==> src/rtl/bitlut_pkg.sv <==
package bitlut_pkg;

    localparam int INSN_W = 32;
    localparam int REG_W  = 5;
    localparam int TBL_N  = 8;
    localparam int CR_W   = 4;

    localparam logic [2:0] XO_LOOKUP = 3'b010;

    typedef enum logic [1:0] {
        ORD_NORMAL = 2'b00,
        ORD_SWAP   = 2'b01,
        ORD_RSV_A  = 2'b10,
        ORD_RSV_B  = 2'b11
    } order_e;

    typedef struct packed {
        logic [5:0]       opcd;
        logic [REG_W-1:0] rt;
        logic [REG_W-1:0] ra;
        logic [REG_W-1:0] rb;
        logic [REG_W-1:0] rc;
        order_e           ord;
        logic [2:0]       xo;
        logic             rec;
    } insn_t;

    typedef struct packed {
        logic [REG_W-1:0] rt;
        logic [REG_W-1:0] ra;
        logic [REG_W-1:0] rb;
        logic [REG_W-1:0] rc;
    } regs_t;

    // Index formation: reserved orderings fall back to the normal one.
    function automatic logic [2:0] lut_index(order_e o, logic t, logic a, logic b);
        return (o == ORD_SWAP) ? {b, a, t} : {t, a, b};
    endfunction

endpackage

==> src/rtl/bitlut_decode.sv <==
module bitlut_decode
    import bitlut_pkg::*;
#(
    parameter logic [5:0] OPCODE = 6'd5
) (
    input  logic [INSN_W-1:0] insn,
    output insn_t             fld,
    output logic              legal
);
    always_comb begin
        fld.opcd = insn[31:26];
        fld.rt   = insn[25:21];
        fld.ra   = insn[20:16];
        fld.rb   = insn[15:11];
        fld.rc   = insn[10:6];
        fld.ord  = order_e'(insn[5:4]);
        fld.xo   = insn[3:1];
        fld.rec  = insn[0];
    end

    assign legal = (fld.opcd == OPCODE) && (fld.xo == XO_LOOKUP);
endmodule

==> src/rtl/bitlut_array.sv <==
module bitlut_array
    import bitlut_pkg::*;
#(
    parameter int XLEN = 64
) (
    input  order_e            ord,
    input  logic [XLEN-1:0]   t_in,
    input  logic [XLEN-1:0]   a_in,
    input  logic [XLEN-1:0]   b_in,
    input  logic [TBL_N-1:0]  tbl,
    output logic [XLEN-1:0]   y
);
    for (genvar g = 0; g < XLEN; g++) begin : g_bit
        logic [2:0] idx;
        assign idx  = lut_index(ord, t_in[g], a_in[g], b_in[g]);
        assign y[g] = tbl[idx];
    end
endmodule

==> src/rtl/bitlut_flags.sv <==
module bitlut_flags
    import bitlut_pkg::*;
#(
    parameter int XLEN = 64
) (
    input  logic [XLEN-1:0] val,
    input  logic            en,
    output logic            we,
    output logic [CR_W-1:0] cr
);
    logic neg, zero, pos;

    assign neg  = val[XLEN-1];
    assign zero = (val == '0);
    assign pos  = !neg && !zero;
    assign we   = en;
    assign cr   = en ? {neg, pos, zero, 1'b0} : '0;
endmodule

==> src/rtl/bitlut_outreg.sv <==
module bitlut_outreg #(
    parameter int W       = 8,
    parameter bit REG_OUT = 1'b1
) (
    input  logic         clk,
    input  logic         rst,
    input  logic [W-1:0] d,
    output logic [W-1:0] q
);
    if (REG_OUT) begin : g_reg
        always_ff @(posedge clk) begin
            if (rst) q <= '0;
            else     q <= d;
        end
    end else begin : g_comb
        assign q = d;
    end
endmodule

==> src/rtl/bitlut_exec.sv <==
module bitlut_exec
    import bitlut_pkg::*;
#(
    parameter int         XLEN    = 64,
    parameter logic [5:0] OPCODE  = 6'd5,
    parameter bit         REG_OUT = 1'b1
) (
    input  logic              clk,
    input  logic              rst,
    input  logic [31:0]       insn,
    input  logic [XLEN-1:0]   rt_old,
    input  logic [XLEN-1:0]   ra_val,
    input  logic [XLEN-1:0]   rb_val,
    input  logic [XLEN-1:0]   rc_val,
    output logic [4:0]        fld_rt,
    output logic [4:0]        fld_ra,
    output logic [4:0]        fld_rb,
    output logic [4:0]        fld_rc,
    output logic [XLEN-1:0]   res,
    output logic              res_valid,
    output logic              illegal,
    output logic              cr_we,
    output logic [3:0]        cr
);
    localparam int REGS_W = $bits(regs_t);
    localparam int OUT_W  = XLEN + 3 + CR_W + REGS_W;

    insn_t            dec;
    logic             legal;
    logic [XLEN-1:0]  lut_y;
    logic [XLEN-1:0]  sel_y;
    logic             f_we;
    logic [CR_W-1:0]  f_cr;
    regs_t            regs_d, regs_q;
    logic [OUT_W-1:0] pack_d, pack_q;
    logic             unused_tbl_hi;

    assign unused_tbl_hi = ^rc_val[XLEN-1:TBL_N];

    bitlut_decode #(.OPCODE(OPCODE)) u_dec (
        .insn  (insn),
        .fld   (dec),
        .legal (legal)
    );

    bitlut_array #(.XLEN(XLEN)) u_arr (
        .ord  (dec.ord),
        .t_in (rt_old),
        .a_in (ra_val),
        .b_in (rb_val),
        .tbl  (rc_val[TBL_N-1:0]),
        .y    (lut_y)
    );

    assign sel_y = legal ? lut_y : rt_old;

    bitlut_flags #(.XLEN(XLEN)) u_flg (
        .val (sel_y),
        .en  (legal && dec.rec),
        .we  (f_we),
        .cr  (f_cr)
    );

    assign regs_d = '{rt: dec.rt, ra: dec.ra, rb: dec.rb, rc: dec.rc};
    assign pack_d = {sel_y, legal, !legal, f_we, f_cr, regs_d};

    bitlut_outreg #(.W(OUT_W), .REG_OUT(REG_OUT)) u_out (
        .clk (clk),
        .rst (rst),
        .d   (pack_d),
        .q   (pack_q)
    );

    assign {res, res_valid, illegal, cr_we, cr, regs_q} = pack_q;
    assign fld_rt = regs_q.rt;
    assign fld_ra = regs_q.ra;
    assign fld_rb = regs_q.rb;
    assign fld_rc = regs_q.rc;
endmodule

==> config.mk <==
export PLATFORM = sky130hd
export DESIGN_NAME = bitlut_exec
export DESIGN_NICKNAME = d
export VERILOG_FILES = /design/src/rtl/bitlut_pkg.sv /design/src/rtl/bitlut_decode.sv /design/src/rtl/bitlut_array.sv /design/src/rtl/bitlut_flags.sv /design/src/rtl/bitlut_outreg.sv /design/src/rtl/bitlut_exec.sv
export SDC_FILE = /design/constraint.sdc
export NUM_CORES = 1
export LEC_CHECK = 0
export ABC_AREA = 1
export CAP_MARGIN = 10
export CORE_MARGIN = 3
export CORE_UTILIZATION = 46
export CTS_CLUSTER_SIZE = 16
export DETAILED_ROUTE_END_ITERATION = 8
export GPL_ROUTABILITY_DRIVEN = 0
export HOLD_SLACK_MARGIN = 0.05
export PLACE_DENSITY_LB_ADDON = 0.25
export REMOVE_ABC_BUFFERS = 1
export SYNTH_ARGS = -nofsm -noshare
export SYNTH_HDL_FRONTEND = slang
export SYNTH_SLANG_ARGS = --single-unit
==> constraint.sdc <==
create_clock -name clk -period 2.56 [get_ports clk]
set_clock_uncertainty 0.15 [all_clocks]
set_input_delay 0.256 -clock clk [delete_from_list [all_inputs] [get_ports clk]]
set_output_delay 0.256 -clock clk [all_outputs]
set_load 0.02 [all_outputs]
Yosys cells after proc, flatten, opt, wreduce, memory -nomap -nowiden
Index checks and enable logic that the tools add are counted.

storage, ports and cells
  bits of input ports = 290
  output and inout port bits = 91
  flip-flop bits (word level) = 91

cells by class
  bitwise gates (word level) = 1
  muxes and demuxes = 193
  order comparisons = 64
  equality and inequality tests = 3
  reductions and logical operators = 8

operator list
  kind                                                                           number
  3-bit by 4-bit less-than comparator with 1-bit output (second input constant)  64
  1-bit binary-select mux with 3-bit select                                      64
  3-bit 2-to-1 mux                                                               64
  64-bit logical NOT                                                             1
  1-bit 2-to-1 mux                                                               64
  64-bit 2-to-1 mux                                                              1
  6-bit by 3-bit == test with 1-bit output (second input constant)               1
  3-bit by 2-bit == test with 1-bit output (second input constant)               1
  1-bit logical AND                                                              3
  1-bit logical NOT                                                              3
  2-bit by 1-bit == test with 1-bit output (second input constant)               1
  2-bit OR reduction                                                             1
  1-bit inverter                                                                 1

Logic depth before layout (Yosys ltp)
  depth in word-level cells = 8
  mapped depth = 18
  depth with buffers taken out = 17

Hierarchy
A second synthesis with hierarchy kept.

second synthesis, totals
  cell total of the unflattened synthesis = 2255
  area, all modules = 11850.1 um2

modules (own cells, without submodules)
  module         seq. area each (um2)  times used  area each (um2)  cells each
  bitlut_array   0.0                   1           7787.5           1650
  bitlut_outreg  1821.7                1           2640.0           283
  bitlut_exec    0.0                   1           850.8            209
  bitlut_flags   0.0                   1           294.0            72
  bitlut_decode  0.0                   1           277.8            41

Least setup slack after synthesis
Ideal clock, no wire load.

  path kind = input to register
  from = input port insn[4]
  to = register u_out.q[22]
  arrival = 1.739 ns
  library setup time = 0.121 ns
  slack = 0.551 ns
  stages = 17
  data required time = 2.289 ns
  path through = buf_2 > inv_2 > nor2_4 > buf_2 > nand2_1 > nand2_1 > nand2_1 > nand3_1 > nand3_1 > nand3_1 > nand2_1 > nor2_1 > nand2_1 > nor2_1 > nand2_1 > nor2_1 > a21oi_1

on the way
  longest elaborated chain between the ends = 8

RTL lines
  element                                     line                 RTL
  start, declared                             bitlut_exec.sv:10    input logic [31:0] insn,
  2-bit by 1-bit == test with 1-bit output *  bitlut_pkg.sv:37     return (o == ORD_SWAP) ? {b, a, t} : {t, a, b};
  3-bit 2-to-1 mux                            bitlut_pkg.sv:37
  1-bit binary-select mux with 3-bit select   bitlut_array.sv:16   assign y[g] = tbl[idx];
  1-bit 2-to-1 mux (not written as such)      bitlut_array.sv:16
  64-bit 2-to-1 mux *                         bitlut_exec.sv:55    assign sel_y = legal ? lut_y : rt_old;
  64-bit logical NOT                          bitlut_flags.sv:14   assign zero = (val == '0);
  1-bit logical NOT                           bitlut_flags.sv:15   assign pos = !neg && !zero;
  1-bit logical AND *                         bitlut_flags.sv:15
  end signal, assigned                        bitlut_outreg.sv:12  if (rst) q <= '0;
  end signal, assigned                        bitlut_outreg.sv:13  else q <= d;
  end, declared                               bitlut_outreg.sv:8   output logic [W-1:0] q

Mark *: on every way between the ends. The rest lies on a longest branch, timed or not. The select of a mux whose other input is x is not followed.
A chain may end at the register's enable or synchronous reset.

Worst setup path in the final report
  from = input port insn[31]
  to = register u_out.q[21]

on the way
  longest elaborated chain between the ends = 5

RTL lines
  element                                                                    line                 RTL
  6-bit by 3-bit == test with 1-bit output *                                 bitlut_decode.sv:21  assign legal = (fld.opcd == OPCODE) && (fld.xo == XO_LOOKUP);
  1-bit logical AND *                                                        bitlut_decode.sv:21
  parallel branches: the longest is 3 deep, another holds 64-bit 2-to-1 mux  n/a

Every way passes the cells marked *.

==> impl_metrics.csv <==
group,metric,value,unit
min_path,hp-class,"in2reg",
final_layout,layout-drive-gt1-share,10.0,%
synthesis,ys_async_sr_fraction,0,%
route,ant_nets,0,
route,first_pass_iters,7,
global_route,grt_pass1_vias,14800,
route,drt_iter0_markers,1746,
floorplanning,die_area,24500,µm²
final_layout,largest_registers,"u_out.q: 90 flops",
synthesis,synth_compound_area_share,6.47,%
final_layout,largest_reg_flops,90,
floorplanning,ioPinCount,381,
clock_tree,cts_tree,"yes",
global_route,grt_pass1_wl,70.1,mm
placed_design,place_area,15200,µm²
timing,relSlewSlack,63.9,%
route,drt_drc_violations_left,0,
timing,finalSetupViolCount,0,
synthesis,synth_cells,2008,
synthesis,yosysSeqAreaShare,17.3,%
synthesis,ys_types,21,
setup_path,cp_data_required_time,2700,ps
global_route,grt_max_degree,38,
final_layout,num-nets-final,2709,
synthesis,avgSynthCellArea,5.18,µm²
synthesis,synthAdderAreaFrac,0,%
power,p_per_area,339,nW/µm²
floorplanning,dieWidth,156,µm
global_route,gr-total-overflow,0,
synthesis,syn_area,10400,µm²
route,wl_per_cell,16.7,µm
synthesis,synth_top_family_by_area,"simple AND/OR/NAND/NOR gates",
synthesis,yosysTopAreaCellShare,32.6,%
synthesis,synth_top_area_cell,"nand3_1",
floorplanning,core,22000,µm²
global_route,antenna_found_initial,3,
clock_tree,htreeDepth,3,
timing,fin_crit_sh,93.5,%
synthesis,yosysMostFrequentCell,"nand2_1",
final_layout,stdcell_area,15700,µm²
clock_tree,cts.sinks,90,
power,p_total,0.00533,W
synthesis,synthTopCellsByCount,"nand2_1 (687), nand3_1 (679), inv_1 (147)",
setup_path,timing_worst_setup_path_type,"in2reg",
synthesis,synth-seq-cells,90,
timing,slew_viol_final,0,
timing,max_freq,0.418,GHz
clock_tree,cts_buffers,9,
clock_tree,hold_buffers,0,
floorplanning,fp.dieH,156,µm
synthesis,ys_top_cells_by_area,"nand3_1 (33%), nand2_1 (25%), dfxtp_1 (17%), inv_1 (5.3%), nand3b_1 (4.8%)",
final_layout,top_register,"u_out.q",
clock_tree,path_clk_slew,70,ps
setup_path,critPathLaunchType,"input pin",
timing,hold_violations,0,
global_route,track_usage,34.8,%
outcome,status,"completed",
setup_path,path_max_fanout,23,
synthesis,synth_xor_area_share,0,%
setup_path,crit_arrival,2540,ps
final_layout,finalCoreUtilization,71.4,%
setup_path,end_kind,"flop",
floorplanning,start_util,47.3,%
power,total_leakage_power,7.65,nW
floorplanning,std_cell_rows,54,
clock_tree,root_buffer,"clkbuf_16",
route,wirelength,45.1,mm
run,max-cap-violations,0,
synthesis,muxShareOfSynthArea,0,%
final_layout,num-fill-cells,1844,
timing,worst_slew_pin_slew,541,ps
route,vias,15900,
timing,holdWs,212,ps
clock_tree,clk_path_buf_depth,2,
synthesis,synth-simple-area-share,65.5,%
power,ir_worst_vdd,275,µV
timing,setup_ws,167,ps
route,via_per_inst,5.86,
synthesis,synth_edf_count,0,
timing,timing.final.crit_period,2390,ps
placed_design,io_buffers,323,
synthesis,synth-main-ff-cell,"dfxtp_1",
placed_design,dp_hpwl,33.0,mm
placed_design,pre_cts_ws,-629,ps
final_layout,syn_to_final_growth,51.1,%
synthesis,yosysWarnings,0,
==> metrics by stage <==
| step | std cells | setup TNS (ps) |
|---|---|---|
| 3_3_place_gp | 2679 | -1210 |
| 2_1_floorplan | 1894 | -129130 |
| 6_report | 2706 | 0 |
| 3_5_place_dp | 2679 | -1290 |
| 5_1_grt | 2706 | -6.58 |
| 4_1_cts | 2696 | 0 |
==> worst max-delay path, cell delays in order <==
cell and delay [ps]:
clkdlybuf4s50_1 450, nor4_2 340, nand3_2 170, buf_4 190, buf_12 150, nand2_1 90, nand2_1 70, nor2_1 120
nand2_1 80, nor2_2 180, nand2_1 120, nor2_2 160, nand2_1 70, nor2_1 70
==> cell usage in the layout, fill, tap and decap left out, drive strengths merged <==
master and n:
clkinvlp 2, clkinv 1, nand2 696, bufbuf 1
nor4 1, nor3 1, nand3 679, inv 157
nor2 72, a21oi 63, bufinv 1, buf 189
conb 1, clkbuf 14, o21ai 64, diode 2
clkdlybuf4s50 320, dfxtp 90, nand3b 67, a21boi 5
==> where the power goes <==
group,switching [W],total [W],internal [W]
clock,0.000635,0.00143,0.000791
sequential,0.0000202,0.00149,0.00147
combinational,0.00132,0.00241,0.00110
==> cell type report <==
type	instances	area [µm²]	area share (%)
multi-input combinational	1649	7570	48.2
antenna	2	5.00	0.0318
tap	280	350	2.23
timing repair buffer	513	5100	32.4
clock buffer	11	243	1.54
inverter	156	588	3.74
clock inverter	5	62.6	0.398
sequential	90	1800	11.5
==> path summary, 6_finish.rpt <==
| check | start | to | slack, ps | depth (start not counted) |
|---|---|---|---|---|
| worst max-delay path | insn[31] | u_out.q[21] | 170 | 14 |
| worst min-delay path | rst | u_out.q[13] | 210 | 2 |
==> logic make-up (layout without fill, tap and decap cells) <==
logic type,after synthesis,count (layout)
simple gates,1515,1516
buf+inv,270,685
compound gates,132,132
flops,90,90
other cells,1,3
==> routing by layer <==
metal  vias up  GRT usage [%]  part of all wire (%)
met5         -              0                 0.047
met4         4           18.7                   5.2
met3       235           6.22                    13
met2      1209           57.1                    45
met1      6899           43.3                    37
li1       7517              -                     -
==> what timing repair did <==
| action | 4_1_cts | 5_1_grt |
|---|---|---|
| setup buffers | 0 | 6 |
| resized for setup | 8 | 20 |
| setup endpoints to repair | 2 | 2 |
| gates cloned | 1 | 2 |
| pin swaps | 0 | 1 |
Note: power is estimated with default switching activity, not from simulation.
